File: src/rtl/i2cm_pkg.sv
// Shared definitions for the serial-bus master transmitter.
// Assumes an 8-bit register interface with a 2-bit register select.
package i2cm_pkg;
    localparam int BYTE_W = 8;
    localparam int REG_AW = 2;

    localparam logic [REG_AW-1:0] RA_CTRL = 2'd0;
    localparam logic [REG_AW-1:0] RA_STAT = 2'd1;
    localparam logic [REG_AW-1:0] RA_DATA = 2'd2;

    localparam int CB_MST  = 0;
    localparam int CB_TRS  = 1;
    localparam int CB_BUSY = 2;
    localparam int CB_SEL  = 3;
    localparam int CB_FLAG = 4;

    typedef enum logic [3:0] {
        S_IDLE,
        S_START_A,
        S_START_B,
        S_HOLD,
        S_BIT_SET,
        S_BIT_LO,
        S_BIT_HI,
        S_STOP_A,
        S_STOP_B,
        S_STOP_C
    } eng_state_t;
endpackage

File: src/rtl/i2cm_divider.sv
// Half-period tick generator for the serial clock.
// Counts while enabled and pulses tick every HALF cycles.
// Restarts from zero whenever it is disabled. Assumes HALF >= 2.
module i2cm_divider #(
    parameter int HALF = 125
) (
    input  logic clk,
    input  logic rst_n,
    input  logic en,
    output logic tick
);
    localparam int CW = (HALF > 2) ? $clog2(HALF) : 1;
    localparam logic [CW-1:0] LAST = CW'(HALF - 1);

    logic [CW-1:0] cnt;

    assign tick = en && (cnt == LAST);

    // Count system cycles within one half period of SCL.
    always_ff @(posedge clk) begin
        if (!rst_n || !en || tick) begin
            cnt <= '0;
        end else begin
            cnt <= cnt + 1'b1;
        end
    end
endmodule

File: src/rtl/i2cm_busmon.sv
// Bus monitor: synchronises the sampled lines and tracks bus occupancy.
// Bus-busy sets on a START pattern (SDA falls while SCL high).
// It clears on a STOP pattern (SDA rises while SCL high).
// Assumes STAGES >= 2.
module i2cm_busmon #(
    parameter int STAGES = 2
) (
    input  logic clk,
    input  logic rst_n,
    input  logic scl_i,
    input  logic sda_i,
    output logic scl_s,
    output logic sda_s,
    output logic busy
);
    logic [STAGES-1:0] scl_sh;
    logic [STAGES-1:0] sda_sh;
    logic              sda_prev;

    assign scl_s = scl_sh[STAGES-1];
    assign sda_s = sda_sh[STAGES-1];

    // Resynchronise both lines; reset value is the released level.
    always_ff @(posedge clk) begin
        if (!rst_n) begin
            scl_sh   <= '1;
            sda_sh   <= '1;
            sda_prev <= 1'b1;
        end else begin
            scl_sh   <= {scl_sh[STAGES-2:0], scl_i};
            sda_sh   <= {sda_sh[STAGES-2:0], sda_i};
            sda_prev <= sda_s;
        end
    end

    // Track bus occupancy from observed START and STOP patterns.
    always_ff @(posedge clk) begin
        if (!rst_n) begin
            busy <= 1'b0;
        end else if (scl_s && sda_prev && !sda_s) begin
            busy <= 1'b1;
        end else if (scl_s && !sda_prev && sda_s) begin
            busy <= 1'b0;
        end
    end
endmodule

File: src/rtl/i2cm_engine.sv
// Line sequencer: produces START, byte shifting with acknowledge
// capture, and STOP on the open-drain outputs.
// Holds SCL low between steps and pulses done after START and after each byte.
// Assumes tick comes from a divider enabled by div_en.
module i2cm_engine
    import i2cm_pkg::*;
#(
    parameter int BITS = BYTE_W
) (
    input  logic             clk,
    input  logic             rst_n,
    input  logic             start_req,
    input  logic             stop_req,
    input  logic             go,
    input  logic [BITS-1:0]  tx_byte,
    input  logic             tick,
    input  logic             sda_s,
    output logic             div_en,
    output logic             scl_oe,
    output logic             sda_oe,
    output logic             done,
    output logic             ack,
    output eng_state_t       state
);
    localparam int BCW = $clog2(BITS + 1);
    localparam logic [BCW-1:0] ACK_SLOT = BCW'(BITS);

    logic [BITS-1:0] shreg;
    logic [BCW-1:0]  bitcnt;

    assign div_en = (state != S_IDLE) && (state != S_HOLD);

    // Step through the bus phases and drive the open-drain enables.
    always_ff @(posedge clk) begin
        if (!rst_n) begin
            state  <= S_IDLE;
            scl_oe <= 1'b0;
            sda_oe <= 1'b0;
            shreg  <= '0;
            bitcnt <= '0;
            ack    <= 1'b0;
            done   <= 1'b0;
        end else begin
            done <= 1'b0;
            case (state)
                S_IDLE: begin
                    if (start_req) begin
                        sda_oe <= 1'b1;
                        state  <= S_START_A;
                    end
                end
                S_START_A: begin
                    if (tick) begin
                        scl_oe <= 1'b1;
                        state  <= S_START_B;
                    end
                end
                S_START_B: begin
                    if (tick) begin
                        done  <= 1'b1;
                        state <= S_HOLD;
                    end
                end
                S_HOLD: begin
                    if (stop_req) begin
                        sda_oe <= 1'b1;
                        state  <= S_STOP_A;
                    end else if (go) begin
                        shreg  <= tx_byte;
                        bitcnt <= '0;
                        state  <= S_BIT_SET;
                    end
                end
                S_BIT_SET: begin
                    sda_oe <= (bitcnt == ACK_SLOT) ? 1'b0 : ~shreg[BITS-1];
                    state  <= S_BIT_LO;
                end
                S_BIT_LO: begin
                    if (tick) begin
                        scl_oe <= 1'b0;
                        state  <= S_BIT_HI;
                    end
                end
                S_BIT_HI: begin
                    if (tick) begin
                        scl_oe <= 1'b1;
                        if (bitcnt == ACK_SLOT) begin
                            ack   <= sda_s;
                            done  <= 1'b1;
                            state <= S_HOLD;
                        end else begin
                            shreg  <= shreg << 1;
                            bitcnt <= bitcnt + 1'b1;
                            state  <= S_BIT_SET;
                        end
                    end
                end
                S_STOP_A: begin
                    if (tick) begin
                        scl_oe <= 1'b0;
                        state  <= S_STOP_B;
                    end
                end
                S_STOP_B: begin
                    if (tick) begin
                        sda_oe <= 1'b0;
                        state  <= S_STOP_C;
                    end
                end
                S_STOP_C: begin
                    if (tick) begin
                        state <= S_IDLE;
                    end
                end
                default: state <= S_IDLE;
            endcase
        end
    end
endmodule

File: src/rtl/i2c_master_tx.sv
// Top of the serial-bus master transmitter: register file, completion
// flag and the glue between software requests and the line sequencer.
// Assumes single-cycle write strobes and combinational register reads.
module i2c_master_tx
    import i2cm_pkg::*;
#(
    parameter int CLK_DIV     = 125,
    parameter int SYNC_STAGES = 2
) (
    input  logic              clk,
    input  logic              rst_n,
    input  logic              reg_we,
    input  logic [REG_AW-1:0] reg_addr,
    input  logic [BYTE_W-1:0] reg_wdata,
    output logic [BYTE_W-1:0] reg_rdata,
    input  logic              scl_i,
    input  logic              sda_i,
    output logic              scl_oe,
    output logic              sda_oe
);
    logic              mst_q, trs_q, sel_q, irq_q, pend_q;
    logic [BYTE_W-1:0] data_q;
    logic              wr_ctrl, wr_data;
    logic              start_req, stop_req, go;
    logic              tick, div_en, eng_done, ack_q;
    logic              scl_s, sda_s, bus_busy;
    eng_state_t        eng_state;

    assign wr_ctrl = reg_we && (reg_addr == RA_CTRL);
    assign wr_data = reg_we && (reg_addr == RA_DATA);

    assign start_req = wr_ctrl && reg_wdata[CB_BUSY] && !reg_wdata[CB_SEL]
                       && reg_wdata[CB_MST] && reg_wdata[CB_TRS] && !bus_busy;
    assign stop_req  = wr_ctrl && !reg_wdata[CB_BUSY] && !reg_wdata[CB_SEL];
    assign go        = (eng_state == S_HOLD) && pend_q && !irq_q;

    // Hold mode bits, the completion flag and the pending byte.
    always_ff @(posedge clk) begin
        if (!rst_n) begin
            mst_q  <= 1'b0;
            trs_q  <= 1'b0;
            sel_q  <= 1'b0;
            irq_q  <= 1'b0;
            pend_q <= 1'b0;
            data_q <= '0;
        end else begin
            if (wr_ctrl) begin
                mst_q <= reg_wdata[CB_MST];
                trs_q <= reg_wdata[CB_TRS];
                sel_q <= reg_wdata[CB_SEL];
            end
            if (eng_done) begin
                irq_q <= 1'b1;
            end else if (wr_ctrl && !reg_wdata[CB_FLAG]) begin
                irq_q <= 1'b0;
            end
            if (wr_data) begin
                data_q <= reg_wdata;
                pend_q <= 1'b1;
            end else if (go) begin
                pend_q <= 1'b0;
            end
        end
    end

    // Return the selected register.
    always_comb begin
        reg_rdata = '0;
        case (reg_addr)
            RA_CTRL: begin
                reg_rdata[CB_MST]  = mst_q;
                reg_rdata[CB_TRS]  = trs_q;
                reg_rdata[CB_BUSY] = bus_busy;
                reg_rdata[CB_SEL]  = sel_q;
                reg_rdata[CB_FLAG] = irq_q;
            end
            RA_STAT: reg_rdata[0] = ack_q;
            RA_DATA: reg_rdata = data_q;
            default: reg_rdata = '0;
        endcase
    end

    i2cm_divider #(.HALF(CLK_DIV)) u_div (
        .clk   (clk),
        .rst_n (rst_n),
        .en    (div_en),
        .tick  (tick)
    );

    i2cm_busmon #(.STAGES(SYNC_STAGES)) u_mon (
        .clk   (clk),
        .rst_n (rst_n),
        .scl_i (scl_i),
        .sda_i (sda_i),
        .scl_s (scl_s),
        .sda_s (sda_s),
        .busy  (bus_busy)
    );

    i2cm_engine #(.BITS(BYTE_W)) u_eng (
        .clk       (clk),
        .rst_n     (rst_n),
        .start_req (start_req),
        .stop_req  (stop_req),
        .go        (go),
        .tx_byte   (data_q),
        .tick      (tick),
        .sda_s     (sda_s),
        .div_en    (div_en),
        .scl_oe    (scl_oe),
        .sda_oe    (sda_oe),
        .done      (eng_done),
        .ack       (ack_q),
        .state     (eng_state)
    );

    logic scl_unused;
    assign scl_unused = scl_s;
endmodule

File: config.mk
export PLATFORM = sky130hd
export DESIGN_NAME = i2c_master_tx
export DESIGN_NICKNAME = d
export VERILOG_FILES = /design/src/rtl/i2cm_pkg.sv /design/src/rtl/i2cm_divider.sv /design/src/rtl/i2cm_busmon.sv /design/src/rtl/i2cm_engine.sv /design/src/rtl/i2c_master_tx.sv
export SDC_FILE = /design/constraint.sdc
export NUM_CORES = 1
export LEC_CHECK = 0
export BUFFER_PORTS_ARGS = -buffer_cell sky130_fd_sc_hd__buf_2
export CORE_ASPECT_RATIO = 1.75
export CORE_UTILIZATION = 35
export DETAILED_ROUTE_END_ITERATION = 8
export PLACE_DENSITY = 0.66
export SKIP_LAST_GASP = 1
export SLEW_MARGIN = 10
export SYNTH_ARGS = -nofsm -noshare
export SYNTH_HDL_FRONTEND = slang
export SYNTH_SLANG_ARGS = --single-unit
File: constraint.sdc
create_clock -name clk -period 1.8 [get_ports clk]
set_input_delay 0 -clock clk [delete_from_list [all_inputs] [get_ports clk]]
set_output_delay 0 -clock clk [all_outputs]
set_load 0.01 [all_outputs]
==> impl_metrics.tcl <==
set metrics [dict create \
    status "completed" \
    multi_input_area_um2 1279 \
    die_y_um 109.1 \
    nFillCells 651 \
    syn_area_um2 2296 \
    grt.met2_usage_pct 31.03 \
    synth.most_common_cell "dfxtp_1" \
    num_vias 2022 \
    ctsRootBufferMaster "clkbuf_8" \
    drc_errors 0 \
    nets 338 \
    synth_top_area_share_pct 40.11 \
    max_slew_margin_pct 72.37 \
    place_congestion 0.8274 \
    place_hpwl_mm 3.874 \
    dieArea_um2 6900 \
    synth-seq-cells 46 \
    wl_per_cell_um 12.92 \
    yosys.area.top_type "dfxtp_1" \
    track_usage_pct 16.47 \
    setup_tns_ps 0 \
    drt_first_pass_iters 4 \
    fin_util_pct 44.38 \
    hold_viol 0 \
    htree_levels 2 \
    drv_cap 0 \
    power_frac_seq_pct 49.3 \
    area_delta_synth_final_pct 21.31 \
    gr-total-overflow 0 \
    switching_share_pct 30.35 \
    post-route-period-util_pct 92.87 \
    switching_power_uw 692.4 \
    synth_edf_count 0 \
    slew_violations 0 \
    cts_buffers 5 \
    max-vdd-ir-drop_mv 0.4645 \
    worstPathArrival_ps 1870 \
    clock_latency_ps 300 \
    start_util_pct 36.58 \
    clock_sinks 46 \
    antenna_found_initial 0 \
    worst_hold_path_type "in -> reg" \
    core_um2 6276 \
    max_freq_ghz 0.5982 \
    grt_first_pass_wirelength_mm 8.714 \
    rows 38 \
    met3_usage_pct 3.556 \
    io_pins 25 \
    async_flop_share_pct 0 \
    p_per_area_nw_per_um2 819.1 \
    cts_tree "done" \
    cp-start-kind "register" \
    ant_nets 0 \
    cp.required_ps 2000 \
    via_per_inst 5.055 \
    synth_ff_type "dfxtp_1" \
    worstSetupPathType "reg -> reg" \
    syn_inst 274 \
    dieWidth_um 63.23 \
    drive_gt1_share_pct 20.31 \
    critPathMaxFanout 3 \
    rsz0062_at_grt "true" \
    first_global_vias 1970 \
    synth_area_per_cell_um2 8.379 \
    first_iter_violations 87 \
    gr-usage-met1_pct 15.98 \
    leakage_uw 0.001057 \
    yosysWarnings 0 \
    clock_path_buffers 2 \
    p_comb_share_pct 22.7 \
    seqCellArea_um2 922.1 \
    clock_skew_ps 6.228 \
    synth.top_cells.by_count "46 x dfxtp_1, 40 x nor2_1, 34 x nand2_1, 16 x mux2i_1, 14 x a21oi_1" \
    setup_violations 0 \
    ys_types 48 \
    cp-end-kind "register" \
    clkPwrFrac_pct 28.0 \
    grt_max_degree 27 \
    p_int_uw 1589 \
    fin_crit_ps 1672 \
    busiest_layer "met2" \
    n_antenna_cell 0 \
    worst_pin_slew_ps 411.3 \
    ys_top_cells_by_area "dfxtp_1 40%, mux2i_1 7.0%, nor2_1 6.5%" \
    io_buffers 24 \
    path_clk_slew_ps 90 \
    yosysSeqAreaShare_pct 40.11 \
    drt-total-wl_mm 5.166 \
    syn_nets 293 \
]
==> layer usage <==
metal	vias up	wire (µm)
met4	0	195
met1	941	2047
met3	14	121
met5	-	0
li1	1039	-
met2	28	2801
==> metrics by stage <==
step                std cells  hold WS [ps]  total power [µW]  instance area (µm²)  setup slack, ps
finish                    400         9.049              2281                 2785            128.4
global route              400         11.47              2411                 2785          -0.7445
global placement          381         180.1              1617                 2565            31.53
floorplan                 274         73.04              1474                 2296            89.06
detailed placement        381         185.2              1624                 2565           -5.835
CTS                       398         3.426              2275                 2746            5.018
==> sequential cells by signal, indices dropped and copies added (netlist names), 2 cells and up <==
| register | cells |
|---|---|
| u_eng.state | 4 |
| u_eng.bitcnt | 4 |
| data_q | 8 |
| u_eng.shreg | 8 |
| u_mon.sda_sh | 2 |
| u_div.cnt | 7 |
| u_mon.scl_sh | 2 |
==> worst max-delay path: stages (launching register included) <==
cell and delay, ps:
dfxtp_1 370, inv_1 70, ha_1 190, nand3b_1 120, nand2_1 120, buf_4 160
and2_1 190, o21a_1 190, o21a_1 170
==> power groups by stage <==
| stage | sequential [µW] | combinational (µW) | clock (µW) |
|---|---|---|---|
| 5_1_grt | 1140 | 571 | 702 |
| 2_1_floorplan | 1120 | 351 | 0 |
| 6_report | 1130 | 517 | 639 |
| 3_5_place_dp | 1150 | 472 | 0 |
| 3_3_place_gp | 1150 | 469 | 0 |
| 4_1_cts | 1130 | 488 | 661 |
==> final timing paths <==
path,start,endpoint,slack [ps],cells after the start
setup reg to reg,u_eng.bitcnt[1],u_eng.bitcnt[2],130,8
hold reg to reg,u_mon.sda_sh[0],u_mon.sda_sh[1],420,1
hold / removal,rst_n,u_mon.scl_sh[1],9,2
setup / recovery,u_eng.bitcnt[1],u_eng.bitcnt[2],130,8
==> final cells by class <==
| type | instances | area share [%] |
|---|---|---|
| clock inverter | 3 | 0.7637 |
| sequential | 46 | 33.11 |
| multi-input combinational | 203 | 45.91 |
| timing repair buffer | 52 | 12.67 |
| inverter | 11 | 1.482 |
| tap | 80 | 3.594 |
| clock buffer | 5 | 2.471 |
==> cells by family after synthesis <==
family	after synthesis	share of synthesized area (%)
xor gates and xnor gates	5	1.908
adders and majority gates	4	2.180
DFF	46	40.11
and+or+nand+nor	126	27.36
AOI/OAI and AO/OA	52	16.24
muxes	16	6.975
buffers and inverters	25	5.231
==> layout by cell type (no fill, tap or decap), types with 2 or more instances in the layout <==
master / n
a21o_1: 2
a21oi_1: 14
a311oi_1: 7
a31oi_1: 5
and2_1: 6
and4bb_2: 2
buf_2: 24
buf_4: 19
clkbuf_8: 5
dfxtp_1: 45
dlygate4sd3_1: 9
ha_1: 4
inv_1: 10
mux2i_1: 16
nand2_1: 34
nand2b_1: 11
nand3_1: 11
nor2_1: 40
nor3_1: 6
o21a_1: 3
o21ai_0: 9
o22ai_1: 3
o31ai_1: 2
xnor2_1: 2
xor2_1: 3
==> repair_timing <==
item / 4_1_cts / 5_1_grt
resized for setup: 1 / 5
endpoints found under the hold margin: 12 / 0
pin swaps: 0 / 1
hold buffers: 9 / 0
setup endpoints to repair: 2 / 13
setup buffers: 0 / 2
Power figures use the tool's default switching activity.
